### config.mk
export PLATFORM = sky130hd
export DESIGN_NAME = rst_src_sel
export DESIGN_NICKNAME = d
export VERILOG_FILES = /design/src/rtl/rst_src_sel.sv
export SDC_FILE = /design/constraint.sdc
export NUM_CORES = 1
export LEC_CHECK = 0
export ABC_CLOCK_PERIOD_IN_PS = 1000
export BUFFER_PORTS_ARGS = -buffer_cell sky130_fd_sc_hd__buf_2
export CAP_MARGIN = 20
export CORE_MARGIN = 5
export CORE_UTILIZATION = 42
export CTS_BUF_LIST = sky130_fd_sc_hd__clkbuf_4 sky130_fd_sc_hd__clkbuf_8 sky130_fd_sc_hd__clkbuf_16
export DETAILED_ROUTE_END_ITERATION = 7
export HOLD_SLACK_MARGIN = 0.03
export PLACE_DENSITY = 0.81
export SLEW_MARGIN = 25
export SYNTH_ARGS = -nofsm -noshare
export SYNTH_HDL_FRONTEND = slang
export SYNTH_SLANG_ARGS = --single-unit
### constraint.sdc
create_clock -name clk -period 1 [get_ports clk]
set_input_delay 0.1 -clock clk [delete_from_list [all_inputs] [get_ports clk]]
set_output_delay 0.1 -clock clk [all_outputs]
set_load 0.1 [all_outputs]
### src/rtl/rst_src_sel.sv
module rst_src_sel #(
  parameter int          DATA_W   = 8,
  parameter int          GRP_N    = 6,
  parameter int          TICKS    = 2,
  parameter logic [7:0]  MODE_RST = 8'h00
) (
  input  logic              clk,
  input  logic              rst_n,
  input  logic              frame_tick,
  input  logic              ev_code_chg,
  input  logic              ev_sub_awake,
  input  logic              ev_wdog,
  input  logic              wr_mode,
  input  logic              wr_sres,
  input  logic [DATA_W-1:0] wr_data,
  output logic              rst_out_n,
  output logic [DATA_W-1:0] mode_q,
  output logic              mode_clr,
  output logic [GRP_N-1:0]  grp_clr
);
  localparam int CW = (TICKS > 1) ? $clog2(TICKS) : 1;
  localparam logic [DATA_W-1:0] MRST = DATA_W'(MODE_RST);

  logic          pulse_q;
  logic [CW-1:0] tick_cnt;
  logic [1:0]    sel;
  logic          any_ev, take;

  assign sel    = mode_q[1:0];
  assign any_ev = ev_code_chg | ev_sub_awake | ev_wdog;
  assign take   = !pulse_q && (((sel == 2'b00) && (ev_code_chg || ev_sub_awake)) ||
                               (sel[1] && ev_wdog));
  assign rst_out_n = !pulse_q;

  always_ff @(posedge clk or negedge rst_n) begin
    if (!rst_n) begin
      pulse_q  <= 1'b0;
      tick_cnt <= '0;
    end else if (pulse_q) begin
      if (frame_tick) begin
        if (tick_cnt == CW'(TICKS - 1)) begin
          pulse_q  <= 1'b0;
          tick_cnt <= '0;
        end else begin
          tick_cnt <= tick_cnt + 1'b1;
        end
      end
    end else if (take) begin
      pulse_q  <= 1'b1;
      tick_cnt <= '0;
    end
  end

  always_ff @(posedge clk or negedge rst_n) begin
    if (!rst_n) begin
      mode_q   <= MRST;
      mode_clr <= 1'b0;
      grp_clr  <= '0;
    end else begin
      if (any_ev)       mode_q <= MRST;
      else if (wr_mode) mode_q <= wr_data;
      mode_clr <= any_ev;
      grp_clr  <= wr_sres ? wr_data[GRP_N-1:0] : '0;
    end
  end

  AST_RSV_QUIET: assert property (@(posedge clk) disable iff (!rst_n)
    (sel == 2'b01 && rst_out_n) |=> rst_out_n);
  AST_WDOG_START: assert property (@(posedge clk) disable iff (!rst_n)
    (rst_out_n && sel[1] && ev_wdog) |=> !rst_out_n);
  AST_HOLD_NO_TICK: assert property (@(posedge clk) disable iff (!rst_n)
    (!rst_out_n && !frame_tick) |=> !rst_out_n);
  AST_MODE_CLEARED: assert property (@(posedge clk) disable iff (!rst_n)
    any_ev |=> (mode_q == MRST && mode_clr));
  AST_GRP_SELF_CLR: assert property (@(posedge clk) disable iff (!rst_n)
    !wr_sres |=> (grp_clr == '0));
endmodule

==> impl_metrics.csv, run 1 <==
group,metric,value,unit
cells_and_area,drive_gt1_share,55.7,%
timing,period_minus_slack,1.19,ns
logic_synthesis,syn_nets,65,
timing,rsz0062_at_grt,"yes",
place,place_area,0.00107,sq mm
timing,tightest_slew,0.372,ns
timing,drv_slew,0,
setup_path,endpoint_kind,"primary output",
global_route,grt_pass1_vias,617,
setup_path,cp_slowest_cell,"dfrtp_4",
routing,drtPass1Iterations,4,
cells_and_area,final_cells,104,
timing,hold_viol_final,0,
power_and_ir_drop,seqPwrFrac,43.6,%
cells_and_area,fill_cells,86,
timing,skew,0.000306,ns
logic_synthesis,synthesis.area,641,sq um
setup_path,worstPathMaxFanout,3,
timing,slew_headroom,75.2,%
cells_and_area,post-route-util,77.7,%
logic_synthesis,ys_seq_elements,17,
setup_path,critPathKind,"reg -> out",
power_and_ir_drop,power.switching,0.000692,W
power_and_ir_drop,vdd_drop_max,1.31,mV
cells_and_area,layout_commonest_cell,"buf_12",
logic_synthesis,yosysTopAreaCell,"dfrtp_1",
setup_path,startpoint_type,"flip-flop",
floorplan,start_util,43.5,%
floorplan,core_area,0.00147,sq mm
job,maxCapViolations,0,
cells_and_area,final_cell_area,0.00114,sq mm
cells_and_area,syn_to_final_growth,78.5,%
cts,clkTransAtPathRegs,0.10,ns
timing,worst_slack,-0.192,ns
timing,period_share,119,%
routing,vias,524,
power_and_ir_drop,powerDensity,1600,mW/mm^2
place,hpwl,1370,microns
logic_synthesis,synth.area.top_cells,"dfrtp_1 66%, mux2i_1 13%, and2_1 5.9%",
place,post-place-ws,-0.0976,ns
logic_synthesis,synth_cell_types,13,
setup_path,worstPathRequired,0.90,ns
power_and_ir_drop,p_sw_share,37.8,%
global_route,grt_overflow,0,
timing,fmax,839,MHz
power_and_ir_drop,p_clk_share,21.2,%
run_status,status,"complete, but fails checks",
floorplan,io_pins,32,
cells_and_area,num-nets-final,105,
run_status,violations,"setup timing",
routing,drtIter0Drc,8,
logic_synthesis,synth_top_area_share,66.4,%
power_and_ir_drop,power_leakage,0.543,nW
routing,viasPerCell,5.04,
setup_path,arrival,1.09,ns
power_and_ir_drop,combPwrFrac,35.2,%
place,globalplace.congestion,0.761,
cts,cts_tree,"done",
place,port-buffer-count,31,
cells_and_area,layout_common_cells,"16 x buf_12, 15 x buf_2, 9 x nor2_1, 9 x dfrtp_1, 8 x mux2i_1",
global_route,grtUsageTotal,16.4,%
logic_synthesis,seq_area_frac_synth,66.4,%
power_and_ir_drop,internal_power,0.00114,W
setup_path,critPathMaxStageDelay,0.51,ns
logic_synthesis,yosys_warnings,0,
floorplan,die_area,0.00241,sq mm
global_route,antenna_found_initial,0,
floorplan,fp-row-count,14,
cts,cts.sink_count,17,
place,place_inst,96,
routing,drc,0,
routing,drt-total-wl,1850,microns
timing,setup_violations,12,
logic_synthesis,syn_inst,49,
cts,clock_latency,0.30,ns
cts,cts_root_buffer,"clkbuf_4",
floorplan,die_w,49.1,microns
cts,cts_buffer_depth,2,
routing,wire_per_inst,17.8,microns
setup_path,crit_chain,"buf_6, buf_12",
routing,detail-route-antenna-nets,0,
cells_and_area,antenna_cells,0,
cts,htree_levels,1,
global_route,grt_max_degree,18,
cts,cts_buffers,3,
global_route,grt_pass1_wl,2950,microns
timing,holdWs,0.0248,ns
logic_synthesis,avgSynthCellArea,13.1,sq um
worst_hold_path,hold_class,"in -> reg",
floorplan,die_h,49.1,microns
## routing by layer
layer / up-vias / GRT usage [%] / part of all wire, %
met5: - / 0 / 0
met2: 25 / 28.5 / 55
met1: 253 / 17.2 / 37
met4: 0 / 8.52 / 1.8
met3: 6 / 5.50 / 5.8
li1: 240 / - / -
## layout make-up
| cell class | count | area, sq um | area share (%) |
|---|---|---|---|
| Clock buffer | 3 | 22.5 | 1.97 |
| Timing Repair Buffer | 37 | 453 | 39.6 |
| Sequential cell | 17 | 440 | 38.5 |
| Clock inverter | 1 | 5.00 | 0.438 |
| Tap cell | 16 | 20.0 | 1.75 |
| Inverter | 1 | 3.75 | 0.328 |
| Multi-Input combinational cell | 29 | 199 | 17.4 |
## cell families (layout without fill, tap and decap cells)
kind of cell / after synthesis / count (layout) / synth area share, %
AOI/OAI and AO/OA: 4 / 4 / 4.49
and+or+nand+nor: 16 / 16 / 12.1
muxes: 8 / 8 / 12.5
xor gates and xnor gates: 1 / 1 / 1.37
DFF: 17 / 17 / 66.4
buffers and inverters: 3 / 42 / 3.12
## flip-flops by register name (all words and copies together) (netlist names)
name	flops
mode_q	8
grp_clr	6
mode_clr	1
pulse_q	1
tick_cnt	1
## through the flow
| stage | setup TNS [ns] | power [W] |
|---|---|---|
| floorplan | -0.269 | 0.00116 |
| global placement | 0 | 0.00138 |
| detailed placement | -0.139 | 0.00141 |
| CTS | -0.680 | 0.00182 |
| global route | -1.03 | 0.00189 |
| finish | -0.663 | 0.00183 |
## power groups by stage
stage / sequential (W) / clock [W] / combinational (W)
2_1_floorplan: 0.000937 / 0 / 0.000218
3_3_place_gp: 0.000806 / 0 / 0.000576
3_5_place_dp: 0.000818 / 0 / 0.000597
4_1_cts: 0.000796 / 0.000387 / 0.000639
5_1_grt: 0.000802 / 0.000418 / 0.000666
6_report: 0.000798 / 0.000389 / 0.000644
## worst max-delay path, delay by kind of cell (launching register included)
kind / cells / cell delay [ns]
flip-flops: 1 / 0.51
buffers and inverters: 2 / 0.28
## cells in the mapped netlist, drive strengths merged
master,number
nor2,9
and2,6
buf,2
mux2i,8
dfrtp,17
xor2,1
a21oi,1
or3,1
a32oi,1
a32o,1
inv,1
o21ai,1
## repair_timing
| item | in CTS | in global routing |
|---|---|---|
| hold buffers | 2 | 0 |
| setup endpoints to repair | 12 | 18 |
| setup buffers | 2 | 0 |
| hold endpoints to repair | 18 | 0 |
| gates resized for setup | 3 | 1 |
## final timing paths
path,from,to,slack (ns),cells past startpoint
setup / recovery,mode_q[1]$_DFFE_PN0P_,mode_q[1],-0.19,2
max in group asynchronous,rst_n,mode_q[0]$_DFFE_PN0P_,0.47,2
hold / removal,wr_data[3],grp_clr[3]$_DFF_PN0_,0.02,2
min in group asynchronous,rst_n,grp_clr[2]$_DFF_PN0_,0.24,2
setup reg to reg,mode_q[0]$_DFFE_PN0P_,tick_cnt$_DFFE_PN0P_,-0.10,3
hold reg to reg,mode_q[6]$_DFFE_PN0P_,mode_q[6]$_DFFE_PN0P_,0.58,2
No activity file was read; power rests on OpenSTA's default activity.
==> run 2: changes to the inputs <==
CORE_UTILIZATION = 30   (was 42)
PLACE_DENSITY = 0.63   (was 0.81)
==> run 2 against run 1 <==
Net effect: the flow still finishes with violations (setup timing); flip-flop and latch count did not move; via count decreased by 4.6%; combinational power is 3% lower; worst hold slack better by 0.024 ns; largest power group unchanged.
==> impl_metrics.csv, run 2 (same netlist as run 1, synthesis figures left out) <==
group,metric,value,unit
cts,htree_levels,1,
place,hpwl,1140,microns
setup_path,crit_chain,"buf_6, buf_12",
setup_path,r2r_start,"mode_q[1]$_DFFE_PN0P_",
floorplan,start_util,32.0,%
timing,holdWs,0.0486,ns
setup_path,endpoint_kind,"primary output",
timing,hold_viol_final,0,
power_and_ir_drop,powerDensity,1540,mW/mm^2
setup_path,crit_path_start,"mode_q[1]$_DFFE_PN0P_",
cts,clock_latency,0.28,ns
setup_path,critPathKind,"reg -> out",
global_route,grt_pass1_vias,569,
run_status,status,"complete, but fails checks",
worst_hold_path,worstHoldPathCells,2,
routing,drtPass1Iterations,3,
cells_and_area,fill_cells,164,
setup_path,cp_slowest_cell,"dfrtp_4",
cells_and_area,antenna_cells,0,
cells_and_area,multi_input_area,195,sq um
cells_and_area,layout_common_cells,"16 x buf_12, 15 x buf_2, 9 x nor2_1, 9 x dfrtp_1, 8 x mux2i_1",
timing,worst_slack,-0.153,ns
cells_and_area,largest_reg_flops,8,
global_route,grt_max_degree,18,
power_and_ir_drop,power_leakage,0.546,nW
routing,viasPerCell,4.31,
place,place_area,0.00108,sq mm
floorplan,io_pins,32,
setup_path,worstPathMaxFanout,2,
cts,cts_root_buffer,"clkbuf_4",
routing,drtIter0Drc,12,
cts,cts_buffers,3,
job,maxCapViolations,0,
cells_and_area,largest-register,"mode_q",
cells_and_area,drive_gt1_share,53.9,%
floorplan,die_w,56.2,microns
floorplan,die_area,0.00316,sq mm
routing,detail-route-antenna-nets,0,
timing,skew,0.000536,ns
place,globalplace.congestion,0.670,
cts,cts_tree,"done",
power_and_ir_drop,vdd_drop_max,1.13,mV
setup_path,startpoint_type,"flip-flop",
global_route,antenna_found_initial,0,
setup_path,regToRegSetupSlack,-0.12,ns
timing,setup_violations,5,
setup_path,worstRegToRegCells,4,
setup_path,worstPathRequired,0.90,ns
global_route,grtUsageTotal,10.4,%
cts,cts.sink_count,17,
cells_and_area,final_cell_area,0.00117,sq mm
run_status,violations,"setup timing",
worst_hold_path,min_to,"grp_clr[4]$_DFF_PN0_",
timing,drv_slew,0,
timing,tightest_slew,0.362,ns
cts,cts_buffer_depth,2,
worst_hold_path,hold_class,"in -> reg",
global_route,grt_pass1_wl,2550,microns
routing,vias,500,
floorplan,core_area,0.00200,sq mm
timing,rsz0062_at_grt,"yes",
setup_path,arrival,1.05,ns
cts,clkTransAtPathRegs,0.09,ns
floorplan,die_h,56.2,microns
worst_hold_path,min_from,"wr_data[4]",
cells_and_area,layout_commonest_cell,"buf_12",
routing,drc,0,
timing,slew_headroom,75.9,%
floorplan,fp-row-count,16,
place,port-buffer-count,31,
setup_path,critPathMaxStageDelay,0.49,ns
cells_and_area,top_regs,"mode_q: 8 flops, grp_clr: 6 flops",
cells_and_area,num-nets-final,106,
timing,period_minus_slack,1.15,ns
global_route,grt_overflow,0,
timing,fmax,867,MHz
cells_and_area,seq_area,440,sq um
setup_path,reg2reg_to,"tick_cnt$_DFFE_PN0P_",
cells_and_area,syn_to_final_growth,82.0,%
routing,wire_per_inst,12.3,microns
timing,period_share,115,%
routing,drt-total-wl,1420,microns
-- run 2: changes by cell type in the layout (fill, tap and decap cells not counted), sizes merged --
cell,change
clkbuf,+1
clkinv,-1
dlygate4sd3,+1
-- run 2: area by class of cell --
class                           count  area share, %
Tap cell                           27           2.90
Inverter                            1          0.322
Clock buffer                        4           2.58
Multi-Input combinational cell     29           16.7
Sequential cell                    17           37.8
Timing Repair Buffer               38           39.7
-- run 2: routing by layer --
layer	wire length (microns)	track usage, %	share of wire [%]
met5	0	0	0
met4	8	5.08	0.56
met3	127	4.87	8.9
met2	693	15.5	49
met1	594	12.6	42
-- run 2: per-stage QoR --
step	power [W]	std cells	utilization, %	worst slack, ns	setup TNS (ns)
after floorplan	0.00116	49	-	-0.167	-0.269
after global placement	0.00139	107	54.1	0.0175	0
after detailed placement	0.00140	107	54.1	-0.00139	-0.00139
after CTS	0.00182	114	57.3	-0.163	-0.478
after global routing	0.00190	116	58.3	-0.196	-0.895
final	0.00180	116	58.3	-0.153	-0.459
-- run 2: repair_timing --
action                     in CTS  in global routing
hold buffers                    1                  2
hold endpoints to repair       17                  2
buffers inserted                2                  0
gates resized for setup         3                  0
setup endpoints to repair       4                 14
pin swaps                       1                  0
-- run 2: power by group --
group          switching [W]  total (W)  internal, W
sequential         0.0000501   0.000794     0.000744
clock               0.000196   0.000378     0.000182
combinational       0.000378   0.000625     0.000247
total               0.000624    0.00180      0.00117
-- run 2: critical path: cells and delay by family, from the launching register on --
family | cells | cell delay [ns]
buffers and inverters | 2 | 0.28
flip-flops | 1 | 0.49
-- run 2: how the worst max path moves through the flow --
stage | to | depth (start not counted)
global route | mode_q[1] | 2
detailed placement | tick_cnt$_DFFE_PN0P_ | 3
CTS | mode_q[0] | 2
floorplan | tick_cnt$_DFFE_PN0P_ | 3
global placement | tick_cnt$_DFFE_PN0P_ | 3
finish | mode_q[1] | 2
==> run 3: changes to the inputs <==
PLACE_DENSITY = default   (was 0.63)
PLACE_DENSITY_LB_ADDON = 0.25   (was default)
TNS_END_PERCENT = 30   (was default)
==> run 3 against run 2 <==
Net effect: the run still ends with setup timing left; sequential power hardly changed; setup slack got worse by 0.016 ns; combinational power rose by 4.0%; flip-flop and latch count unchanged; critical endpoint unchanged.
==> impl_metrics.csv, run 3 (same netlist as run 1, synthesis figures left out) <==
group,metric,value,unit
timing,setup_violations,10,
routing,drc,0,
routing,drtPass1Iterations,2,
floorplan,die_w,56.2,microns
timing,slew_headroom,75.8,%
global_route,grt_overflow,0,
cells_and_area,antenna_cells,0,
place,globalplace.congestion,0.658,
cts,cts_root_buffer,"clkbuf_4",
routing,met1_length,616,microns
cts,cts.sink_count,17,
global_route,grtUsageTotal,12.1,%
timing,worst_slack,-0.169,ns
cells_and_area,post-route-util,60.9,%
worst_hold_path,min_from,"wr_data[6]",
routing,met3WireLength,105,microns
timing,rsz0062_at_grt,"yes",
cells_and_area,layout_commonest_cell,"buf_12",
run_status,status,"complete, but fails checks",
job,maxCapViolations,0,
worst_hold_path,hold_class,"in -> reg",
setup_path,endpoint_kind,"primary output",
floorplan,die_area,0.00316,sq mm
timing,period_share,117,%
place,hpwl,1220,microns
place,port-buffer-count,31,
cells_and_area,final_cells,122,
timing,period_minus_slack,1.17,ns
floorplan,fp-row-count,16,
worst_hold_path,min_to,"mode_q[6]$_DFFE_PN0P_",
setup_path,r2r_start,"mode_q[1]$_DFFE_PN0P_",
setup_path,cp_slowest_cell,"dfrtp_4",
cells_and_area,fill_cells,154,
global_route,grt_max_degree,18,
setup_path,crit_chain,"buf_6, buf_12",
routing,detail-route-antenna-nets,0,
setup_path,worstPathRequired,0.90,ns
routing,viasPerCell,4.30,
power_and_ir_drop,vdd_drop_max,1.10,mV
floorplan,die_h,56.2,microns
cts,clkTransAtPathRegs,0.10,ns
timing,drv_slew,0,
floorplan,io_pins,32,
setup_path,critPathKind,"reg -> out",
routing,wl_met2,801,microns
place,place_inst,107,
cts,cts_tree,"done",
floorplan,core_area,0.00200,sq mm
timing,hold_viol_final,0,
cells_and_area,drive_gt1_share,45.3,%
setup_path,reg2reg_to,"tick_cnt$_DFFE_PN0P_",
timing,tightest_slew,0.364,ns
cells_and_area,largest_reg_flops,8,
cts,clock_latency,0.29,ns
setup_path,arrival,1.07,ns
floorplan,start_util,32.0,%
routing,drtIter0Drc,3,
setup_path,critPathMaxStageDelay,0.49,ns
run_status,violations,"setup timing",
global_route,grt_pass1_vias,623,
global_route,antenna_found_initial,0,
timing,skew,0.000322,ns
setup_path,worstPathMaxFanout,2,
routing,drt-total-wl,1580,microns
cells_and_area,layout_common_cells,"16 x buf_12, 15 x buf_2, 14 x dfrtp_1",
timing,fmax,856,MHz
cells_and_area,largest-register,"mode_q",
routing,highest_layer,"met4",
cts,cts_buffers,3,
setup_path,regToRegSetupSlack,-0.13,ns
routing,wire_per_inst,13.0,microns
worst_hold_path,worstHoldPathCells,3,
cts,htree_levels,1,
power_and_ir_drop,powerDensity,1500,mW/mm^2
setup_path,worstRegToRegCells,4,
cells_and_area,syn_to_final_growth,90.4,%
routing,vias,524,
power_and_ir_drop,power_leakage,0.575,nW
cells_and_area,num-nets-final,112,
cts,cts_buffer_depth,2,
global_route,grt_pass1_wl,2860,microns
setup_path,startpoint_type,"flip-flop",
cells_and_area,top_regs,"mode_q: 8 flops, grp_clr: 6 flops",
[run 3: cell types whose count changed in the layout (fill, tap and decap cells not counted), sizes merged]
cell         delta
clkinvlp        +1
clkbuf          -1
dlygate4sd3     +6
[run 3: critical path, delay by kind of cell, from the launching register on]
family / cells / cell delay [ns]
DFF: 1 / 0.49
buffers and inverters: 2 / 0.28
[run 3: layer usage]
layer / global-route usage, % / vias to the layer above
li1: - / 254
met1: 13.2 / 244
met2: 19.0 / 21
met3: 4.18 / 5
met4: 9.15 / 0
met5: 0 / -
[run 3: power by group]
group | internal (W) | switching, W
Sequential | 0.000743 | 0.0000514
Clock | 0.000153 | 0.000231
Combinational | 0.000262 | 0.000388
Total | 0.00116 | 0.000671
[run 3: what timing repair did]
item,in CTS,in global routing
endpoints found under the hold margin,25,0
endpoints found under the setup margin,14,18
hold buffers,9,0
pin swaps,1,0
buffers inserted,2,0
gates resized for setup,3,0
[run 3: per-stage QoR]
stage / setup slack, ns / hold WS [ns] / area, sq um / total power (W) / setup TNS (ns)
6_report: -0.169 / 0.0426 / 1220 / 0.00183 / -0.565
5_1_grt: -0.204 / 0.0773 / 1220 / 0.00192 / -1.17
4_1_cts: -0.180 / 0.0416 / 1220 / 0.00185 / -0.715
3_5_place_dp: -0.0175 / 0.0404 / 1080 / 0.00140 / -0.0175
3_3_place_gp: 0.0219 / 0.0328 / 1080 / 0.00138 / 0
2_1_floorplan: -0.221 / -0.196 / 649 / 0.00115 / -1.38
[run 3: worst max path at each step]
stage / to / from / slack (ns) / cells after the start
global route: mode_q[1] / mode_q[1]$_DFFE_PN0P_ / -0.20 / 2
floorplan: mode_q[3]$_DFFE_PN0P_ / mode_q[3]$_DFFE_PN0P_ / -0.22 / 2
CTS: mode_q[0] / mode_q[0]$_DFFE_PN0P_ / -0.18 / 2
finish: mode_q[1] / mode_q[1]$_DFFE_PN0P_ / -0.17 / 2
detailed placement: tick_cnt$_DFFE_PN0P_ / mode_q[0]$_DFFE_PN0P_ / -0.02 / 3
global placement: tick_cnt$_DFFE_PN0P_ / mode_q[0]$_DFFE_PN0P_ / 0.02 / 3
[run 3: final cells by class]
type,instances,area (sq um),area share (%)
clock buffer,3,22.5,1.85
clock inverter,1,7.51,0.615
inverter,1,3.75,0.308
multi-input combinational,29,195,16.0
sequential,17,434,35.6
tap,27,33.8,2.77
timing repair buffer,44,523,42.9
